$ cat src/rtl/dcm_pkg.sv
package dcm_pkg;

    typedef enum logic {
        MODE_DELAY  = 1'b0,
        MODE_REPEAT = 1'b1
    } chain_mode_e;

    localparam int MAX_CHUNK_W = 64;

    typedef struct packed {
        logic fail;
        logic pass;
    } verdict_t;

    function automatic int chunk_count(input int len, input int cw);
        return (len + cw - 1) / cw;
    endfunction

    function automatic int chunk_width(input int len, input int cw, input int idx);
        int rem;
        rem = len - idx * cw;
        return (rem < cw) ? rem : cw;
    endfunction

endpackage

$ cat src/rtl/dcm_chunk.sv
module dcm_chunk #(
    parameter int W = 64
) (
    input  logic         clk,
    input  logic         rst,
    input  logic         feed,
    input  logic         step,
    input  logic         keep,
    output logic [W-1:0] bits,
    output logic         top
);

    logic [W-1:0] vec_q;

    // One masked shift: the step gates only the moved bits, keep wipes all.
    always_ff @(posedge clk) begin
        if (rst) begin
            vec_q <= '0;
        end else begin
            vec_q <= (((vec_q << 1) & {W{step}}) | W'(feed)) & {W{keep}};
        end
    end

    assign bits = vec_q;
    assign top  = vec_q[W-1];

    // a cancelled cycle leaves nothing behind in this chunk
    assert_chunk_cancel_R6: assert property (@(posedge clk) disable iff (rst)
        !keep |=> (bits == '0));

    // an accepted feed always lands in bit 0
    assert_chunk_feed_R4: assert property (@(posedge clk) disable iff (rst)
        (feed && keep) |=> bits[0]);

endmodule

$ cat src/rtl/dcm_verdict.sv
module dcm_verdict
    import dcm_pkg::*;
#(
    parameter int          LEN  = 130,
    parameter chain_mode_e MODE = MODE_DELAY
) (
    input  logic [LEN-1:0] chain,
    input  logic           trig,
    input  logic           held,
    input  logic           value,
    input  logic           dis,
    output verdict_t       verdict
);

    logic final_bit;
    logic mid_live;
    logic drop;

    assign final_bit = chain[LEN-1];
    assign mid_live  = |chain[LEN-2:0];

    generate
        if (MODE == MODE_REPEAT) begin : g_rep
            assign drop = !held && (trig || mid_live);
        end else begin : g_dly
            assign drop = 1'b0;
        end
    endgenerate

    always_comb begin
        verdict.fail = !dis && ((final_bit && !value) || drop);
        verdict.pass = !dis && final_bit && value;
    end

endmodule

$ cat src/rtl/delay_chain_monitor.sv
module delay_chain_monitor
    import dcm_pkg::*;
#(
    parameter int          LEN     = 130,
    parameter int          CHUNK_W = 64,
    parameter chain_mode_e MODE    = MODE_DELAY
) (
    input  logic clk,
    input  logic rst,
    input  logic trig,
    input  logic held,
    input  logic value,
    input  logic dis,
    output logic fail,
    output logic pass
);

    localparam int NCHUNK = chunk_count(LEN, CHUNK_W);

    logic              step;
    logic              keep;
    logic [LEN-1:0]    chain;
    logic [NCHUNK-1:0] tops;
    verdict_t          vd;

    generate
        if (LEN < 2 || CHUNK_W < 1 || CHUNK_W > MAX_CHUNK_W) begin : g_bad_cfg
            $error("delay_chain_monitor: LEN must be >= 2 and CHUNK_W within 1..64");
        end
        if (MODE == MODE_REPEAT) begin : g_step_rep
            assign step = held;
        end else begin : g_step_dly
            assign step = 1'b1;
        end
    endgenerate

    assign keep = !dis;

    for (genvar i = 0; i < NCHUNK; i++) begin : g_chunk
        localparam int W    = chunk_width(LEN, CHUNK_W, i);
        localparam int BASE = i * CHUNK_W;
        logic feed;
        if (i == 0) begin : g_head
            assign feed = trig && step;
        end else begin : g_link
            assign feed = tops[i-1] && step;
            // an attempt crosses a chunk boundary in exactly one cycle
            assert_chunk_carry_R4: assert property (@(posedge clk) disable iff (rst)
                (chain[BASE-1] && step && !dis) |=> chain[BASE]);
        end
        dcm_chunk #(.W(W)) u_chunk (
            .clk  (clk),
            .rst  (rst),
            .feed (feed),
            .step (step),
            .keep (keep),
            .bits (chain[BASE +: W]),
            .top  (tops[i])
        );
    end

    dcm_verdict #(.LEN(LEN), .MODE(MODE)) u_verdict (
        .chain   (chain),
        .trig    (trig),
        .held    (held),
        .value   (value),
        .dis     (dis),
        .verdict (vd)
    );

    assign fail = vd.fail;
    assign pass = vd.pass;

    assert_reset_clear_R1: assert property (@(posedge clk)
        rst |=> (chain == '0));

    assert_quiet_when_disabled_R6: assert property (@(posedge clk) disable iff (rst)
        dis |-> !(fail || pass));

    generate
        if (MODE == MODE_DELAY) begin : g_dly_chk
            assert_shift_ignores_held_R10: assert property (@(posedge clk) disable iff (rst)
                !dis |=> (chain[LEN-1:1] == $past(chain[LEN-2:0])));
            assert_single_outcome_R2: assert property (@(posedge clk) disable iff (rst)
                !(fail && pass));
        end else begin : g_rep_chk
            assert_repeat_drop_fails_R8: assert property (@(posedge clk) disable iff (rst)
                (!dis && !held && (|chain[LEN-2:0])) |-> fail);
        end
    endgenerate

endmodule

$ cat config.mk
export PLATFORM = sky130hd
export DESIGN_NAME = delay_chain_monitor
export DESIGN_NICKNAME = d
export VERILOG_FILES = /design/src/rtl/dcm_pkg.sv /design/src/rtl/dcm_chunk.sv /design/src/rtl/dcm_verdict.sv /design/src/rtl/delay_chain_monitor.sv
export SDC_FILE = /design/constraint.sdc
export NUM_CORES = 1
export LEC_CHECK = 0
export ABC_AREA = 1
export BUFFER_PORTS_ARGS = -buffer_cell sky130_fd_sc_hd__buf_4
export CORE_ASPECT_RATIO = 0.7
export CORE_MARGIN = 8
export CORE_UTILIZATION = 50
export CTS_BUF_LIST = sky130_fd_sc_hd__clkbuf_2
export CTS_CLUSTER_DIAMETER = 120
export DETAILED_ROUTE_END_ITERATION = 8
export MAX_ROUTING_LAYER = met4
export PLACE_DENSITY = 0.63
export SYNTH_ARGS = -nofsm -noshare
export SYNTH_HDL_FRONTEND = slang
export SYNTH_HIERARCHICAL = 1
export SYNTH_SLANG_ARGS = --single-unit
export TNS_END_PERCENT = 1
$ cat constraint.sdc
create_clock -name clk -period 0.9 [get_ports clk]
set_input_delay 0.135 -clock clk [delete_from_list [all_inputs] [get_ports clk]]
set_output_delay 0.135 -clock clk [all_outputs]
set_load 0.005 [all_outputs]
# --- After elaboration in Yosys (flattened, before gate mapping) ---
# Index checks and enable logic that the tools add are counted.
totals:
  word_cells: 15
  input_bits: 6
  output_inout_bits: 2
  ff_bits: 130
classes:
  bitwise_logic: 6
  n_reduce_logical: 6
ops:
  columns: ["operator", "n"]
  rows:
  - ["64-bit bitwise AND", 2]
  - ["64-bit by 1-bit OR with 64-bit output", 2]
  - ["1-bit logical AND", 4]
  - ["2-bit bitwise AND", 1]
  - ["1-bit zero test", 2]
  - ["2-bit by 1-bit OR with 2-bit output", 1]

# --- Depth between registers and ports, before layout ---
# Gate-level depths: netlist (run 1).
logic_depth:
  depth_word: 3
  mapped_depth: 4
  ltp_nobuf: 3

# --- By module ---
# Netlist (run 1), hierarchy kept.
modules_own_cells:
  columns: ["module", "area_per_inst_um2", "seq_area_each_um2", "cells_each", "n_inst"]
  rows:
  - ["dcm_chunk (g_chunk[0].u_chunk ...)", 1950.6, 1281.2, 208, 2]
  - ["dcm_chunk (g_chunk[2].u_chunk)", 72.6, 40.0, 9, 1]
  - ["dcm_verdict", 18.8, 0.0, 5, 1]
  - ["delay_chain_monitor", 7.5, 0.0, 2, 1]

# --- Least setup slack after synthesis (run 1) ---
# No wires, ideal clock.
synth_timing:
  path_type: "input-to-reg"
  startpoint: "in dis"
  endpoint: "reg g_chunk[0].u_chunk.vec_q[18]"
  stages: 4
  path_slack_ns: 0.169
  setup_ns: 0.064
  path_buffers: 1
  arrival_time_ns: 0.667
  required_ns: 0.836
  cell_sequence: "inv_1 nand2_4 buf_4 nor2_1"
synth_via:
  elab_chain_cells: 2
synth_rtl:
  columns: ["item", "line", "rtl"]
  rows:
  - ["start: declaration", "delay_chain_monitor.sv:13", "input logic dis,"]
  - ["1-bit zero test", "delay_chain_monitor.sv:37", "assign keep = !dis;"]
  - ["64-bit bitwise AND", "dcm_chunk.sv:20", "vec_q <= (((vec_q << 1) & {W{step}}) | W'(feed)) & {W{keep}};"]
  - ["end signal: assignment", "dcm_chunk.sv:20", null]
  - ["end: declaration", "dcm_chunk.sv:13", "logic [W-1:0] vec_q;"]
# No other way between the ends.
# A chain may end at the register's enable or synchronous reset.

# --- Final worst setup path (run 1) ---
layout_timing:
  startpoint: "reg g_chunk[2].u_chunk.vec_q[1]"
  endpoint: "out pass"
layout_via:
  elab_chain_cells: 2
layout_rtl:
  columns: ["item", "line", "rtl"]
  rows:
  - ["start: declaration", "dcm_chunk.sv:13", null]
  - ["start signal: assignment", "dcm_chunk.sv:20", null]
  - ["1-bit logical AND (2 in series)", "dcm_verdict.sv:32", "verdict.pass = !dis && final_bit && value;"]
  - ["end: declaration", "delay_chain_monitor.sv:15", "output logic pass"]
# No other way between the ends.

==> results of run 1 <==
area by class of cell:
| class | count | share of cell area |
|---|---|---|
| Tap cell | 101 | 0.0295 |
| Timing Repair Buffer | 18 | 0.0458 |
| Multi-Input combinational cell | 269 | 0.256 |
| Clock buffer | 20 | 0.0233 |
| Sequential cell | 130 | 0.607 |
| Clock inverter | 9 | 0.0327 |
| Inverter | 6 | 0.00525 |
through the flow:
stage | util | std cells | setup WS (ns)
floorplan | - | 432 | 0.169
global placement | 0.512 | 521 | -0.0301
detailed placement | 0.512 | 521 | -0.0602
CTS | 0.547 | 553 | -0.545
global route | 0.550 | 553 | -0.614
finish | 0.550 | 553 | -0.471
critical path, cell delays in order, from the launching register on:
cell     delay [ns]
dfxtp_2        0.37
nand2_4        0.06
nor2_4         0.11
buf_6          0.10
power breakdown:
group	switching, uW	internal [uW]	leakage (uW)
logic	203	87.9	0.000315
clock network	1820	1780	0.000150
registers	0.738	5760	0.00105
total	2030	7630	0.00151
worst max-delay path by stage:
stage,depth (start not counted),from,endpoint,slack [ns]
finish,3,g_chunk[2].u_chunk/bits[1],pass,-0.47
global route,3,g_chunk[2].u_chunk/bits[1],pass,-0.61
CTS,3,g_chunk[2].u_chunk/bits[1],pass,-0.55
detailed placement,5,dis,g_chunk[0].u_chunk/bits[22],-0.06
global placement,5,dis,g_chunk[0].u_chunk/bits[47],-0.03
floorplan,4,dis,g_chunk[0].u_chunk/bits[18],0.17
repair_timing:
item / CTS / global route
resized for setup: 0 / 7
hold buffers: 3 / 0
endpoints found under the hold margin: 32 / 0
pin swaps: 0 / 2
setup endpoints to repair: 2 / 2
metal layers:
metal  GRT usage  vias to the layer above
li1            -                     1289
met1       0.141                     1091
met2       0.148                       29
met3      0.0606                        5
met4      0.0425                        0
met5           -                        -
==> summary.md, run 1 <==
| Metric | Value |
|---|---|
| Mapped Avg Cell Area | `roughly 9 sq um` |
| Yosys Warn Count | `6` |
| DIE HEIGHT | `90.7 microns` |
| Root buffer cell | `clkbuf_2` |
| I/O Buffers | `6` |
| ANT cells | `0` |
| Fmax | `between 700 and 800 MHz` |
| Status | `finished with violations` |
| Via Count | `between 2000 and 2500` |
| CTS tree | `built` |
| Max Used Layer | `met4` |
| Multi-input combinational cell area | `between 1000 and 1500 sq um` |
| Commonest cells after routing, fill and taps aside | `nand2_1, dfxtp_1, nor2_1` |
| Num CTS Buffers | `17` |
| Core area | `a little under 8000 sq um` |
| Critical path required time | `approximately 0.76 ns` |
| # fillers | `726` |
| Min Hold Slack | `~0.25 ns` |
| Routed met3 length | `roughly 280 microns` |
| Syn-to-layout area delta | `7.63%` |
| DRC | `0` |
| DRT met1 WL | `~2800 microns` |
| Core Rows | `27` |
| Pin count of the biggest net entering global routing | `64` |
| Final period util | `1.52` |
| Max reg flops | `between 100 and 150` |
| Congestion Overflow GR | `0` |
| H-tree depth | `4` |
| Drt initial violations | `approximately 200` |
| Hold wc startpoint | `rst` |
| # setup viols final | `2` |
| Worst EP arrival | `around 1.2 ns` |
| Flop-to-flop setup slack | `approximately 0.34 ns` |
| Failing checks | `setup timing` |
| Crit path kind | `reg -> out` |
| Die width | `123 microns` |
| Cell area after layout | `between 4000 and 5000 sq um` |
| RR Startpoint | `g_chunk[0].u_chunk/bits[9]` |
| Reg area | `2600 sq um` |
| Hold WC Path Type | `in -> reg` |
| Reg clk slew, reported paths | `around 0.16 ns` |
| Total wire length | `between 5000 and 6000 microns` |
| Die area | `11100 sq um` |
| Clk sinks | `130` |
| R2R depth | `2` |
| Post-DR vias/cell | `around 4.4` |
| Post-CTS Setup Inserts | `0` |
| IO Pins | `8` |
| Fin crit period | `1.37 ns` |
| Reg-to-reg critical path endpoint | `g_chunk[0].u_chunk/bits[10]` |
| Placed Area | `approximately 4000 sq um` |
| Final net count | `around 450` |
| Vias in the first global route | `2215` |
| Post-route setup TNS | `-0.916 ns` |
| Peak VDD IR | `around 1.6 mV` |
| Metal2 WL | `2180 microns` |
| Crit start category | `register` |
| Synth Cell Area | `roughly 4000 sq um` |
| Wire per inst | `~9.6 microns` |
| DRT antenna net count | `0` |
| Pwr/cell area | `between 2000 and 2500 nW/um^2` |
| Detailed Routing Iterations Pass 1 | `4` |
| Setup slack after layout | `-0.471 ns` |
| Initial core utilization | `0.511` |
| First-pass GRT wire length | `9720 microns` |
| Static Leak | `between 0.0015 and 0.002 uW` |
| RSZ-0062 raised after global routing | `true` |
| Critical path endpoint category | `output port` |
| Total Routing Usage GR | `0.113` |
| Hold Path Cell Cnt | `3` |
| CTS Buffer Depth | `2` |
| Share of layout cells above drive strength 1 | `0.153` |
| Count of pins over their slew limit | `0` |
| Initial antenna violation count | `0` |
| Max Fanout on Critical Path | `2` |
| Most common cell after layout, fill and taps aside | `nand2_1` |
| GPL Wtd Cong | `~0.67` |
| Fin. Hold Viols | `0` |
| MaxCap Viol Count | `0` |
| Fin Clk Skew | `between 0.02 and 0.025 ns` |
| Detailed Place HPWL | `2980 microns` |
| Hold Path Sink | `g_chunk[1].u_chunk/bits[0]` |
| Worst-Skew Late Latency | `around 0.63 ns` |
| Syn Inst Count | `between 400 and 500` |
| Pwr Total | `roughly 9700 uW` |
Note: power is estimated with default switching activity, not from simulation.
==> run 2, diff against run 1 <==
Settings changed: SYNTH_HIERARCHICAL 1 to unset, TNS_END_PERCENT 1 to 10.
==> run 2 against run 1 <==
- the run still ends with setup timing left
- global-route usage about the same
- maximum frequency decreased by 1.6%
- clock power down 22%
- flip-flop and latch count stayed put
- sequential share of layout area grew 2.1 points
- worst setup slack got worse by 0.022 ns
- first-iteration DRC count down 16%
- area after synthesis fell by 4.7%
- combinational power shrank 3%
- power down 8.3%
- worst hold slack worse by 0.16 ns
- critical path type is now in -> reg
- largest cell class unchanged
- largest power group unchanged
==> summary.md, run 2 <==
| Metric | Value |
|---|---|
| Status | `finished with violations` |
| Failing checks | `setup timing` |
| Worst-Skew Late Latency | `approximately 0.63 ns` |
| Detailed Routing Iterations Pass 1 | `5` |
| Syn-to-layout area delta | `9.23%` |
| Fin Clk Skew | `between 0.01 and 0.015 ns` |
| # fillers | `around 670` |
| CTS Buffer Depth | `2` |
| Crit path kind | `in -> reg` |
| Initial antenna violation count | `0` |
| Critical path required time | `between 1 and 1.5 ns` |
| Switching Power | `approximately 2000 uW` |
| H-tree depth | `4` |
| Pin count of the biggest net entering global routing | `46` |
| Peak VDD IR | `roughly 1.4 mV` |
| Reg clk slew, reported paths | `approximately 0.16 ns` |
| Largest family of logic cells by synthesized area | `simple AND/OR/NAND/NOR gates` |
| DRT antenna net count | `0` |
| First-pass GRT wire length | `approximately 9100 microns` |
| Die width | `120 microns` |
| # setup viols final | `3` |
| Count of pins over their slew limit | `0` |
| Number of synthesized flops with an enable pin | `0` |
| Final period util | `1.55` |
| GPL Wtd Cong | `roughly 0.67` |
| Final net count | `approximately 440` |
| Core area | `approximately 7300 sq um` |
| Post-synthesis compound-gate area fraction | `0` |
| Total Routing Usage GR | `0.112` |
| Synth Area in Adders | `0` |
| Static Leak | `~0.0016 uW` |
| I/O Buffers | `6` |
| Comb power frac | `0.032` |
| Pint | `a little under 7000 uW` |
| Xor/xnor cell area share of the yosys netlist | `0` |
| Fmax | `about 720 MHz` |
| Core Rows | `26` |
| Worst EP arrival | `1.93 ns` |
| Synth Area in Simple Gates | `0.260` |
| Area leader, netlist | `dfxtp_1` |
| Main flop type after synthesis | `dfxtp_1` |
| Hold WC Path Type | `in -> reg` |
| Drt initial violations | `169` |
| RSZ-0062 raised after global routing | `true` |
| Die area | `10700 sq um` |
| Mux cell area share after synthesis | `0` |
| Most numerous cell in the Yosys netlist | `nor2_1` |
| Most common cell after layout, fill and taps aside | `nor2_1` |
| Post-CTS Setup Inserts | `0` |
| Setup slack after layout | `-0.493 ns` |
| Synth cell count leaders | `nor2_1, nand2_1, dfxtp_1, buf_2, buf_6` |
| IO Pins | `8` |
| Commonest cells after routing, fill and taps aside | `nor2_1, nand2_1, dfxtp_1` |
| Max Fanout on Critical Path | `between 40 and 50` |
| Seq cells post-synth | `between 100 and 150` |
| Root buffer cell | `clkbuf_2` |
| Net Sw Frac | `0.229` |
| CTS tree | `built` |
| Fin. Hold Viols | `0` |
| Initial core utilization | `0.519` |
| Share of layout cells above drive strength 1 | `0.0958` |
| Pwr/cell area | `2130 nW/um^2` |
| Flop pwr share | `0.651` |
| Fin crit period | `1.39 ns` |
| Synth Cell Area | `~3800 sq um` |
| Vias in the first global route | `between 2000 and 2500` |
| Wire per inst | `~9.5 microns` |
| Relative slew margins | `0.722` |
| DIE HEIGHT | `88.9 microns` |
| Clock power share | `0.317` |
| Top-area cell type share of the netlist area | `0.686` |
| Post-DR vias/cell | `between 4 and 5` |
| Critical path endpoint category | `register` |
| Finished Core Util | `0.566` |
| Num CTS Buffers | `17` |
| Worst Tran Pin Value | `0.416 ns` |
| Mapped Avg Cell Area | `about 9.0 sq um` |
| Post-route setup TNS | `-1.42 ns` |
| MaxCap Viol Count | `0` |
| Crit start category | `primary input` |
| Synth async-reset ratio | `0` |
| Sequential fraction of the synthesis area | `0.686` |
| Max reg flops | `between 100 and 150` |
| Syn nets | `between 400 and 500` |
| Detailed Place HPWL | `roughly 2800 microns` |
| Synth unique cells | `8` |
| ANT cells | `0` |
| DRC | `0` |
| Congestion Overflow GR | `0` |
| Via Count | `about 2400` |
| Top area cells in the synthesized netlist | `dfxtp_1, nor2_1, nand2_1, buf_6, buf_2` |
| Syn Inst Count | `between 400 and 500` |
| Clk sinks | `130` |
| Total wire length | `5200 microns` |
| Min Hold Slack | `0.0931 ns` |
| Yosys Warn Count | `0` |
## run 2: cell types whose count changed in the layout (fill, tap and decap cells not counted), sizes merged
cell and delta:
buf +3, bufinv -3, inv -5, clkbuf +1
clkinv +6, dlygate4sd3 +1, conb -3, nand2 -3
## run 2: per-stage QoR
| step | worst slack (ns) | power [uW] | cells | area (sq um) |
|---|---|---|---|---|
| 2_1_floorplan | 0.250 | 6090 | 423 | 3800 |
| 3_3_place_gp | -0.0423 | 6150 | 510 | 3920 |
| 3_5_place_dp | -0.0523 | 6150 | 510 | 3920 |
| 4_1_cts | -0.546 | 8990 | 546 | 4140 |
| 5_1_grt | -0.607 | 9240 | 547 | 4150 |
| 6_report | -0.493 | 8850 | 547 | 4150 |
## run 2: cells by family after synthesis
logic type    Yosys count
buf+inv                30
flops                 130
simple gates          263
## run 2: power by group through the flow
stage / logic [uW] / clock network, uW / registers, uW
2_1_floorplan: 207 / 0 / 5880
3_3_place_gp: 269 / 0 / 5880
3_5_place_dp: 270 / 0 / 5880
4_1_cts: 284 / 2940 / 5760
5_1_grt: 311 / 3160 / 5770
6_report: 282 / 2800 / 5760
## run 2: metal layers
layer / wire length, microns / track usage
met2: 2050 / 0.151
met3: 195 / 0.0549
met5: 0 / -
met1: 2840 / 0.134
met4: 112 / 0.0643
## run 2: what timing repair did
item	4_1_cts	5_1_grt
resized for setup	0	1
hold buffers	4	1
gates cloned	0	0
hold endpoints to repair	130	87
setup endpoints to repair	2	3
## run 2: path summary, 6_finish.rpt
| path | from | depth (start not counted) | to | slack [ns] |
|---|---|---|---|---|
| worst max register to register | g_chunk[1].u_chunk.bits[25] | 2 | g_chunk[1].u_chunk.bits[26] | 0.32 |
| worst min-delay path | dis | 5 | g_chunk[1].u_chunk.bits[33] | 0.09 |
| worst min register to register | g_chunk[0].u_chunk.bits[42] | 2 | g_chunk[0].u_chunk.bits[43] | 0.42 |
| worst max-delay path | rst | 6 | g_chunk[0].u_chunk.bits[0] | -0.49 |
## run 2: critical path, cell delays in order
cell and delay, ns:
buf_4 0.08, buf_4 0.09, dlygate4sd3_1 0.75, buf_12 0.26, nor2_1 0.07, dlygate4sd3_1 0.55
## run 2: area by class of cell
class	count	area [sq um]	area share
tap	98	123	0.0296
sequential	130	2600	0.628
multi-input combinational	263	987	0.238
inverter	2	8.76	0.00211
clock buffer	21	105	0.0253
timing repair buffer	22	250	0.0603
clock inverter	11	70.1	0.0169
==> run 3, diff against run 2 <==
Settings changed: CELL_PAD_IN_SITES_DETAIL_PLACEMENT set to 1, CELL_PAD_IN_SITES_GLOBAL_PLACEMENT set to 2, CORE_UTILIZATION 50 to 40, PLACE_DENSITY 0.63 to 0.77.
==> run 3 against run 2 <==
- the flow still finishes with violations (setup timing)
- worst setup slack worse by 0.019 ns
- critical path depth unchanged
- sequential share of layout area decreased by 1.4 points
- maximum frequency fell by 1.4%
- clock skew is 0.0024 ns higher
- flip-flop and latch count stayed put
- worst hold slack better by 0.069 ns
- cell count up 4.6%
- register-to-register slack is essentially flat
- core utilization down 10 points
- die area is 21% higher
- design area increased by 2.4%
==> summary.md, run 3 (synthesis results as in run 2) <==
| Metric | Value |
|---|---|
| Status | `finished with violations` |
| Failing checks | `setup timing` |
| # setup viols final | `20` |
| Initial core utilization | `0.415` |
| Worst-path cell with the longest stage delay | `dlygate4sd3_1` |
| Detailed Routing Iterations Pass 1 | `4` |
| Post-CTS Setup Inserts | `0` |
| M1 GR Usage | `0.126` |
| Hold wc startpoint | `dis` |
| Initial antenna violation count | `0` |
| Core area | `about 9000 sq um` |
| Hold WC Path Type | `in -> reg` |
| Wire per inst | `~10 microns` |
| Peak VDD IR | `1.06 mV` |
| Crit path kind | `in -> reg` |
| Total wire length | `between 5000 and 6000 microns` |
| MaxCap Viol Count | `0` |
| Detailed Place HPWL | `roughly 3300 microns` |
| GPL Wtd Cong | `0.651` |
| Max Fanout on Critical Path | `32` |
| Critical path required time | `roughly 1.5 ns` |
| First-pass GRT wire length | `approximately 11000 microns` |
| Static Leak | `about 0.0017 uW` |
| Final period util | `1.57` |
| Congestion Overflow GR | `0` |
| Max incr delay on CP | `a little over 0.8 ns` |
| RR Startpoint | `g_chunk[1].u_chunk.bits[59]` |
| DIE HEIGHT | `around 100 microns` |
| Vias in the first global route | `2406` |
| GRT met3 Usage | `0.0527` |
| R2R depth | `2` |
| Reg-to-reg critical path endpoint | `g_chunk[1].u_chunk.bits[60]` |
| DP Cell Count | `about 530` |
| RSZ-0062 raised after global routing | `true` |
| Share of layout cells above drive strength 1 | `0.103` |
| Hold Path Cell Cnt | `7` |
| I/O Buffers | `6` |
| Worst EP arrival | `around 2 ns` |
| Grt met2 use | `0.153` |
| Post-DR vias/cell | `about 4.3` |
| Setup slack after layout | `-0.512 ns` |
| CTS tree | `built` |
| Fmax | `~710 MHz` |
| # fillers | `around 1100` |
| CTS Buffer Depth | `2` |
| Syn-to-layout area delta | `11.8%` |
| DRC | `0` |
| Reg clk slew, reported paths | `~0.17 ns` |
| Num CTS Buffers | `17` |
| Clk sinks | `130` |
| Grt peak-use layer | `met2` |
| H-tree depth | `4` |
| Flop-to-flop setup slack | `roughly 0.33 ns` |
| Total Routing Usage GR | `0.108` |
| Critical path endpoint category | `register` |
| Pwr/cell area | `2160 nW/um^2` |
| Worst-Skew Late Latency | `~0.64 ns` |
| Placed Area | `around 4000 sq um` |
| Fin. Hold Viols | `0` |
| Hold Path Sink | `g_chunk[1].u_chunk.bits[48]` |
| Pin count of the biggest net entering global routing | `49` |
| Crit start category | `primary input` |
| Final std cells w/o fill | `~570` |
| DRT antenna net count | `0` |
| Final net count | `442` |
| Via Count | `~2400` |
| IO Pins | `8` |
| ANT cells | `0` |
| Root buffer cell | `clkbuf_2` |
| Worst Tran Pin Value | `about 0.44 ns` |
| Relative slew margins | `0.709` |
| Core Rows | `29` |
| Cell area after layout | `approximately 4200 sq um` |
| Commonest cells after routing, fill and taps aside | `nor2_1, nand2_1, dfxtp_1` |
| Fin Clk Skew | `around 0.014 ns` |
| Crit-path cells | `buf_4, buf_4, dlygate4sd3_1, buf_12, nor2_1, dlygate4sd3_1` |
| Die width | `~130 microns` |
| Count of pins over their slew limit | `0` |
| Most common cell after layout, fill and taps aside | `nor2_1` |
| Die area | `about 13000 sq um` |
| Fin crit period | `1.41 ns` |
| Max reg flops | `130` |
| Post-route setup TNS | `-1.61 ns` |
| Drt initial violations | `approximately 170` |
-- run 3: cell types whose count changed in the layout (fill, tap and decap cells not counted), sizes merged --
cell	delta
clkbuf	+1
bufinv	+1
clkinv	-2
buf	-2
dlygate4sd3	+1
-- run 3: where the power goes --
group	switching (uW)	total, uW	internal, uW	leakage [uW]
registers	0.893	5760	5760	0.00105
logic	192	308	117	0.000475
clock network	1870	3110	1240	0.000133
-- run 3: per-layer routing --
| layer | wire length, microns | share of wire | up-vias |
|---|---|---|---|
| met5 | 0 | 0 | - |
| met4 | 77 | 0.013 | 0 |
| met3 | 272 | 0.046 | 8 |
| met2 | 2630 | 0.44 | 25 |
| met1 | 3000 | 0.50 | 1129 |
| li1 | - | - | 1284 |
-- run 3: final cells by class --
type | count | area, sq um | share of cell area
Multi-Input combinational cell | 263 | 992 | 0.234
Sequential cell | 130 | 2600 | 0.613
Clock buffer | 21 | 105 | 0.0248
Clock inverter | 10 | 92.6 | 0.0218
Timing Repair Buffer | 22 | 288 | 0.0678
Inverter | 2 | 8.76 | 0.00206
Tap cell | 124 | 155 | 0.0365
-- run 3: worst max-delay path by stage --
stage | from | end | slack, ns | depth (start not counted)
finish | rst | g_chunk[0].u_chunk.bits[0] | -0.51 | 6
global placement | dis | g_chunk[1].u_chunk.bits[60] | 0.02 | 6
CTS | g_chunk[2].u_chunk.bits[1] | pass | -0.56 | 3
global route | g_chunk[2].u_chunk.bits[1] | fail | -0.61 | 3
floorplan | dis | fail | 0.25 | 4
detailed placement | dis | g_chunk[1].u_chunk.bits[60] | -0.002 | 6
-- run 3: stage by stage --
step	util	power [uW]	hold slack, ns	worst slack (ns)
after floorplan	-	6090	0.257	0.250
after global placement	0.435	6180	0.357	0.0217
after detailed placement	0.435	6180	0.368	-0.00224
after CTS	0.463	9350	0.343	-0.564
after global routing	0.464	9660	0.0955	-0.612
final	0.464	9180	0.162	-0.512
-- run 3: critical path: cells and delay by family --
family / cells / cell delay [ns]
simple gates: 1 / 0.07
buf+inv: 5 / 1.76
-- run 3: what timing repair did --
item | in CTS | in global routing
setup endpoints to repair | 2 | 3
pin swaps | 0 | 2
hold buffers | 6 | 1
resized for setup | 0 | 7
hold endpoints to repair | 130 | 124
